<file path="config.mk">
export PLATFORM = sky130hd
export DESIGN_NAME = gq_event_queue
export DESIGN_NICKNAME = d
export VERILOG_FILES = /design/src/rtl/gq_pkg.sv /design/src/rtl/gq_store.sv /design/src/rtl/gq_writer.sv /design/src/rtl/gq_reader.sv /design/src/rtl/gq_event_queue.sv
export SDC_FILE = /design/constraint.sdc
export NUM_CORES = 1
export LEC_CHECK = 0
export ABC_AREA = 0
export ABC_CLOCK_PERIOD_IN_PS = 6700
export CORE_ASPECT_RATIO = 0.9
export CORE_MARGIN = 4
export CORE_UTILIZATION = 50
export DETAILED_ROUTE_END_ITERATION = 8
export DONT_BUFFER_PORTS = 1
export GPL_TIMING_DRIVEN = 0
export PLACE_DENSITY = 0.76
export RECOVER_POWER = 100
export SLEW_MARGIN = 20
export SYNTH_ARGS = -nofsm -noshare
export SYNTH_HDL_FRONTEND = slang
export SYNTH_SLANG_ARGS = --single-unit
</file>
<file path="constraint.sdc">
create_clock -name clk -period 6.7 [get_ports clk]
set_input_delay 1.34 -clock clk [delete_from_list [all_inputs] [get_ports clk]]
set_output_delay 1.34 -clock clk [all_outputs]
set_load 0.03 [all_outputs]
</file>
<file path="src/rtl/gq_pkg.sv">
package gq_pkg;
    localparam int EVW = 31;
    localparam logic [EVW-1:0] IPI_EVENT = 31'h0100_0000;

    typedef struct packed {
        logic           gen;
        logic [EVW-1:0] num;
    } gq_entry_t;

    typedef struct packed {
        logic           ack;
        logic           empty;
        logic           ipi;
        logic [EVW-1:0] num;
    } gq_resp_t;

    // byte order swap between core order and stored big-endian order
    function automatic logic [31:0] swap32(input logic [31:0] w);
        return {w[7:0], w[15:8], w[23:16], w[31:24]};
    endfunction
endpackage

</file>
<file path="src/rtl/gq_store.sv">
module gq_store
    import gq_pkg::*;
#(
    parameter int AW = 4
) (
    input  logic            clk,
    input  logic            rst,
    input  logic            we,
    input  logic [AW-1:0]   waddr,
    input  gq_entry_t       wentry,
    input  logic [AW-1:0]   raddr,
    output gq_entry_t       rentry
);
    localparam int DEPTH = 1 << AW;

    logic [31:0] mem [DEPTH];

    always_ff @(posedge clk) begin
        if (rst) begin
            for (int i = 0; i < DEPTH; i++) mem[i] <= '0;
        end else if (we) begin
            mem[waddr] <= swap32(wentry);
        end
    end

    assign rentry = gq_entry_t'(swap32(mem[raddr]));
endmodule

</file>
<file path="src/rtl/gq_writer.sv">
module gq_writer
    import gq_pkg::*;
#(
    parameter int AW = 4
) (
    input  logic            clk,
    input  logic            rst,
    input  logic            wr_valid,
    input  logic [EVW-1:0]  wr_event,
    input  logic            notify_all,
    input  logic [AW-1:0]   rd_idx,
    input  logic            rd_phase,
    output logic            we,
    output logic [AW-1:0]   waddr,
    output gq_entry_t       wentry,
    output logic            notify,
    output logic            overflow
);
    localparam logic [AW-1:0] MASK = AW'((1 << AW) - 1);

    logic [AW-1:0] widx;
    logic          wgen;
    logic          full;

    // full: same slot and writer is one pass ahead of reader
    always_comb begin
        full   = (widx == rd_idx) && (wgen == rd_phase);
        we     = wr_valid && !full;
        waddr  = widx;
        wentry = '{gen: wgen, num: wr_event};
    end

    always_ff @(posedge clk) begin
        if (rst) begin
            widx     <= '0;
            wgen     <= 1'b1;
            notify   <= 1'b0;
            overflow <= 1'b0;
        end else begin
            notify   <= we && notify_all;
            overflow <= wr_valid && full;
            if (we) begin
                widx <= (widx + 1'b1) & MASK;
                if (widx == MASK) wgen <= ~wgen;
            end
        end
    end
endmodule

</file>
<file path="src/rtl/gq_reader.sv">
module gq_reader
    import gq_pkg::*;
#(
    parameter int AW = 4
) (
    input  logic            clk,
    input  logic            rst,
    input  logic            rd_req,
    input  gq_entry_t       rentry,
    output logic [AW-1:0]   ridx,
    output logic            rphase,
    output gq_resp_t        resp
);
    localparam logic [AW-1:0] MASK = AW'((1 << AW) - 1);

    logic fresh;
    assign fresh = (rentry.gen != rphase);

    always_ff @(posedge clk) begin
        if (rst) begin
            ridx   <= '0;
            rphase <= 1'b0;
            resp   <= '0;
        end else begin
            resp <= '0;
            if (rd_req) begin
                resp.ack <= 1'b1;
                if (fresh) begin
                    resp.num <= rentry.num;
                    resp.ipi <= (rentry.num == IPI_EVENT);
                    ridx     <= (ridx + 1'b1) & MASK;
                    if (ridx == MASK) rphase <= ~rphase;
                end else begin
                    resp.empty <= 1'b1;
                end
            end
        end
    end
endmodule

</file>
<file path="src/rtl/gq_event_queue.sv">
module gq_event_queue
    import gq_pkg::*;
#(
    parameter int AW = 4
) (
    input  logic            clk,
    input  logic            rst,
    input  logic            wr_valid,
    input  logic [30:0]     wr_event,
    input  logic            notify_all,
    output logic            notify,
    output logic            overflow,
    input  logic            rd_req,
    output logic            rd_ack,
    output logic            rd_empty,
    output logic            rd_ipi,
    output logic [30:0]     rd_event
);
    logic [AW-1:0] ridx, waddr;
    logic          rphase, we;
    gq_entry_t     wentry, rentry;
    gq_resp_t      resp;

    gq_writer #(.AW(AW)) u_wr (
        .clk(clk), .rst(rst), .wr_valid(wr_valid), .wr_event(wr_event),
        .notify_all(notify_all), .rd_idx(ridx), .rd_phase(rphase),
        .we(we), .waddr(waddr), .wentry(wentry),
        .notify(notify), .overflow(overflow)
    );

    gq_store #(.AW(AW)) u_mem (
        .clk(clk), .rst(rst), .we(we), .waddr(waddr), .wentry(wentry),
        .raddr(ridx), .rentry(rentry)
    );

    gq_reader #(.AW(AW)) u_rd (
        .clk(clk), .rst(rst), .rd_req(rd_req), .rentry(rentry),
        .ridx(ridx), .rphase(rphase), .resp(resp)
    );

    assign rd_ack   = resp.ack;
    assign rd_empty = resp.empty;
    assign rd_ipi   = resp.ipi;
    assign rd_event = resp.num;
endmodule

</file>
# Yosys cells after proc, flatten, opt, wreduce, memory -nomap -nowiden
# Memory sizes are Yosys's and may differ from the RTL's. A register that Yosys moved wholly into a read port is not among the register bits.
# Cells that the tools add are included.
[totals]
ff_bits = 46
mem_bits_rw = 512
in_bits = 36
word_cells = 47
n_memories = 1
[memory_table]
columns = ["memory", "words", "word_bits", "rd", "rd_ports_with_merged_regs", "wr", "line", "text"]
rows = [
  ["u_mem.mem", 16, 32, 1, 1, 16, "gq_store.sv:16", "logic [31:0] mem [DEPTH];"],
]
[classes]
addsub = 2
eq_ne = 6
n_mux = 13
bitwise = 4
n_reduce_logical = 11
[ops]
columns = ["operator", "count"]
rows = [
  ["32-bit two-way mux", 2],
  ["34-bit two-way mux", 1],
  ["32-bit OR reduction", 1],
  ["31-bit by 25-bit equality test with 1-bit output, second input constant", 1],
  ["4-bit two-way mux", 3],
  ["4-bit by 1-bit adder with 4-bit output, second input constant", 2],
  ["4-bit equality test, second input constant", 2],
  ["1-bit two-way mux", 7],
  ["4-bit equality test", 1],
  ["1-bit logical AND", 4],
  ["1-bit NOT", 4],
  ["2-bit AND reduction", 2],
  ["3-bit AND reduction", 1],
  ["3-bit OR reduction", 1],
  ["2-bit OR reduction", 1],
  ["1-bit equality test", 1],
  ["1-bit logical NOT", 1],
  ["1-bit inequality test", 1],
]

# Longest topological paths before layout
[depth]
word_depth = 9
mapped_depth = 10
ltp_nobuf = 6

# By module
# A second synthesis with hierarchy kept.
[hier_totals]
hier_cells = 1602
hier_area_um2 = 24773.8
[by_module_without_submodules]
columns = ["mod", "n_inst", "cells_per_inst", "area_per_inst_um2", "seq_area_each_um2"]
rows = [
  ["gq_store", 1, 1416, 22892.0, 15374.7],
  ["gq_reader", 1, 113, 1244.9, 780.7],
  ["gq_writer", 1, 73, 636.9, 140.1],
]

# Worst setup path after synthesis
# OpenSTA, ideal clock, no wires.
[synth_timing]
kind = "input -> register"
from = "input wr_valid"
to = "memory u_mem.mem[15][0] (enable)"
setup_time_ns = 0.430
arrival_time_ns = 3.010
required_ns = 6.270
setup_slack_ns = 3.260
path_stages = 2
cell_sequence = "nand3_1 o21bai_1"
[synth_rtl]
columns = ["element", "line", "text"]
rows = [
  ["from (decl)", "gq_event_queue.sv:8", "input logic wr_valid,"],
  ["to (decl)", "gq_store.sv:16", ""],
]

==> results.toml <==
[pwr]
finalPower_uw = 7723
p_per_area_nw_per_um2 = 285.0
vdd_ir_drop_max_v = 0.0001927
p_sw_share_pct = 22.71
comb_power_share_pct = 7.1
p_switching_uw = 1754
power_leakage_uw = 0.009289
p_seq_share_pct = 52.0
power_frac_clock_pct = 40.9
p_int_uw = 5969

[setup_path]
crit_type = "flop to flop"
critPathMaxStageDelay_ns = 0.97
crit_chain = "clkbuf_1 -> clkbuf_1 -> clkbuf_1 -> clkbuf_1 -> mux4_2 -> a22oi_1 -> nand2_1 -> nor4_1 -> nand4_1 -> nor4_2"
startpoint_type = "flop"
rrSetupSlack_ns = 1.13
path_max_fanout = 10
arrival_ns = 6.04
cp-end-kind = "flop"
worstPathRequired_ns = 7.18
slowest_stage = "clkbuf_1"
cpMostUsedCell = "clkbuf_1"

[drt]
vias_per_cell = 6.213
drt_first_pass_iters = 5
wl_met1_mm = 25.41
wl_mm = 67.57
met3_length_mm = 9.021
drc_errors = 0
vias = 14260
antenna_left = 0
top_layer_used = "met4"
avgRoutedWirePerCell_microns = 29.43
drt_iter0_drc = 2088
met2WireLength_mm = 30.96

[placement]
detailedPlace.worstSlack_ns = 2.461
place_inst = 2192
io_buffers = 0
hpwl_mm = 41.17
postPlaceCellArea_sq_um = 25340
place_congestion = 0.9126

[layout]
fin_cells = 2296
drive_gt1_share_pct = 14.35
stdcell_area_sq_um = 27090
area_growth_syn_to_layout_pct = 10.71
final_nets = 1666
antenna_cells = 0

[cts]
cts_buffers = 55
cts-root-buf = "clkbuf_16"
clk_latency_ns = 0.63
hold_buffers = 0
cts_resized = 0
cts_tree = "built"
cts_setup_buffers = 0
cts_sinks = 562
cts_buffer_depth = 3
clkSlewWorstSetupHoldPaths_ns = 0.06
htree_levels = 2

[floorplanning]
die-area_sq_um = 52560
ios = 72
die_h_microns = 217.9
rows = 76
start_util_pct = 50.86
core_sq_um = 48120
dieWidth_microns = 241.2

[status]
status = "finished, violations left"
violations = "capacitance limit, slew limit"

[timing]
setup-violations-final = 0
finalCritPeriodShare_pct = 83.07
rsz0062_at_grt = "false"
period_needed_ns = 5.566
setup_ws_ns = 1.134
maxSlewHeadroom_pct = -109.2
worst_pin_slew_ns = 3.137
fmax_mhz = 179.7
finalClockSkew_ns = 0.02129
hold_violations = 0
fin_tns_setup_ns = 0
slew_viol_final = 297

[synthesis]
yosysWarningCount = 0
synth_edf_count = 512
syn_avg_cell_area_sq_um = 15.63
ys_types = 38
synthFlopType = "edfxtp_1"
syn-cell-area_sq_um = 24470
syn_nets = 1607
postSynthCellCount = 1566
ys_seq_area_share_pct = 66.91
async_flop_share_pct = 0
synth-seq-cells = 562

[min_path]
min_path_type = "flop to flop"
hold_start = "u_rd.ridx[1]$_SDFFE_PP0P_"

[grt]
grt_max_degree = 33
gr-total-overflow = 0
antenna_found_initial = 0
grt_pass1_wl_mm = 97.65
grtUsageTotal_pct = 26.02
grt_pass1_vias = 14510

[run]
maxCapViolations = 9
## cells in the mapped netlist (3+ instances only)
library cell | n | share of area, %
a21oi_1 | 26 | 0.53
a221oi_1 | 4 | 0.14
a22o_1 | 4 | 0.14
a22oi_1 | 52 | 1.6
and2_1 | 515 | 13
buf_1 | 4 | 0.061
buf_2 | 12 | 0.25
buf_4 | 3 | 0.092
buf_6 | 6 | 0.28
clkbuf_1 | 104 | 1.6
dfxtp_1 | 50 | 4.1
edfxtp_1 | 512 | 63
ha_1 | 5 | 0.26
inv_1 | 4 | 0.061
mux2i_1 | 5 | 0.20
mux4_2 | 129 | 12
nand2_1 | 37 | 0.57
nand2b_1 | 4 | 0.10
nand3_1 | 6 | 0.12
nor2_1 | 25 | 0.38
nor2b_1 | 6 | 0.15
nor3_1 | 6 | 0.12
nor4_1 | 6 | 0.15
o21ai_0 | 3 | 0.061
or2_2 | 15 | 0.38
xor2_1 | 7 | 0.25
## worst max-delay path, delay by kind of cell, from the launching register on
kind,cells,cell delay (ns)
AO/OA/AOI/OAI,1,0.25
buffers and inverters,4,3.19
flip-flops,1,0.30
multiplexers,1,0.43
AND/OR/NAND/NOR,4,1.22
## per-stage QoR
step / util, % / hold slack, ns
after detailed placement: 52.66 / 0.5577
after global routing: 56.31 / 0.6114
after floorplan: - / 0.5086
final: 56.31 / 0.5690
after CTS: 56.47 / 0.5655
after global placement: 52.49 / 0.5435
## placed cells by master, fill, tap and decap left out, types with 7 or more instances in the layout
| cell | count |
|---|---|
| or2_1 | 7 |
| a22oi_1 | 52 |
| dfxtp_1 | 50 |
| buf_2 | 7 |
| clkbuf_8 | 7 |
| mux4_2 | 129 |
| edfxtp_1 | 512 |
| nand2_1 | 37 |
| nor2_1 | 25 |
| clkbuf_1 | 130 |
| xor2_1 | 7 |
| clkinv_2 | 12 |
| and2_0 | 323 |
| clkbuf_16 | 55 |
| and2_1 | 192 |
| a21oi_1 | 26 |
## registers in the layout (all words and copies together), names as in the netlist, named ones only
name,flops
u_mem.mem,512
u_rd.resp,34
u_rd.ridx,4
u_rd.rphase,1
u_wr.notify,1
u_wr.overflow,1
u_wr.waddr,4
u_wr.wgen,1
## path summary, 6_finish.rpt
kind                          endpoint  depth (start not counted)
min reg2reg  u_rd.ridx[1]$_SDFFE_PP0P_                          2
max reg2reg   u_rd.resp[31]$_SDFF_PP0_                         10
max           u_rd.resp[31]$_SDFF_PP0_                         10
min          u_rd.ridx[1]$_SDFFE_PP0P_                          2
## power by group through the flow
| stage | Combinational [uW] | Sequential (uW) | Clock, uW |
|---|---|---|---|
| floorplan | 364 | 4070 | 0 |
| detailed placement | 545 | 4090 | 0 |
| CTS | 549 | 4010 | 3160 |
| global placement | 531 | 4080 | 0 |
| global route | 575 | 4030 | 3320 |
| finish | 549 | 4020 | 3160 |
## routing by layer
metal | track usage (%) | vias to the layer above
li1 | - | 5877
met2 | 39.76 | 995
met1 | 35.93 | 7220
met5 | 0 | -
met3 | 8.447 | 172
met4 | 8.300 | 0
## cells by family (layout without fill, tap and decap cells)
kind of cell               after synthesis  in the layout  share of synthesized area, %
AOI/OAI and AO/OA                       93             93                         2.607
muxes                                  136            136                         12.17
and+or+nand+nor                        627            627                         15.38
xor gates and xnor gates                 9              9                        0.3221
buffers and inverters                  134            240                         2.352
DFF                                    562            562                         66.91
adders and majority gates                5              5                        0.2556
## cell type report
class,count,area (sq um)
plain buffers,130,553.0
clock buffers,79,1536
clock inverters,25,295.3
fillers,3696,21020
inverters,4,15.01
multi-input cells,870,7530
flip-flops and latches,562,16380
well taps,624,780.7
repair buffers,2,7.507
Power figures use the tool's default switching activity.
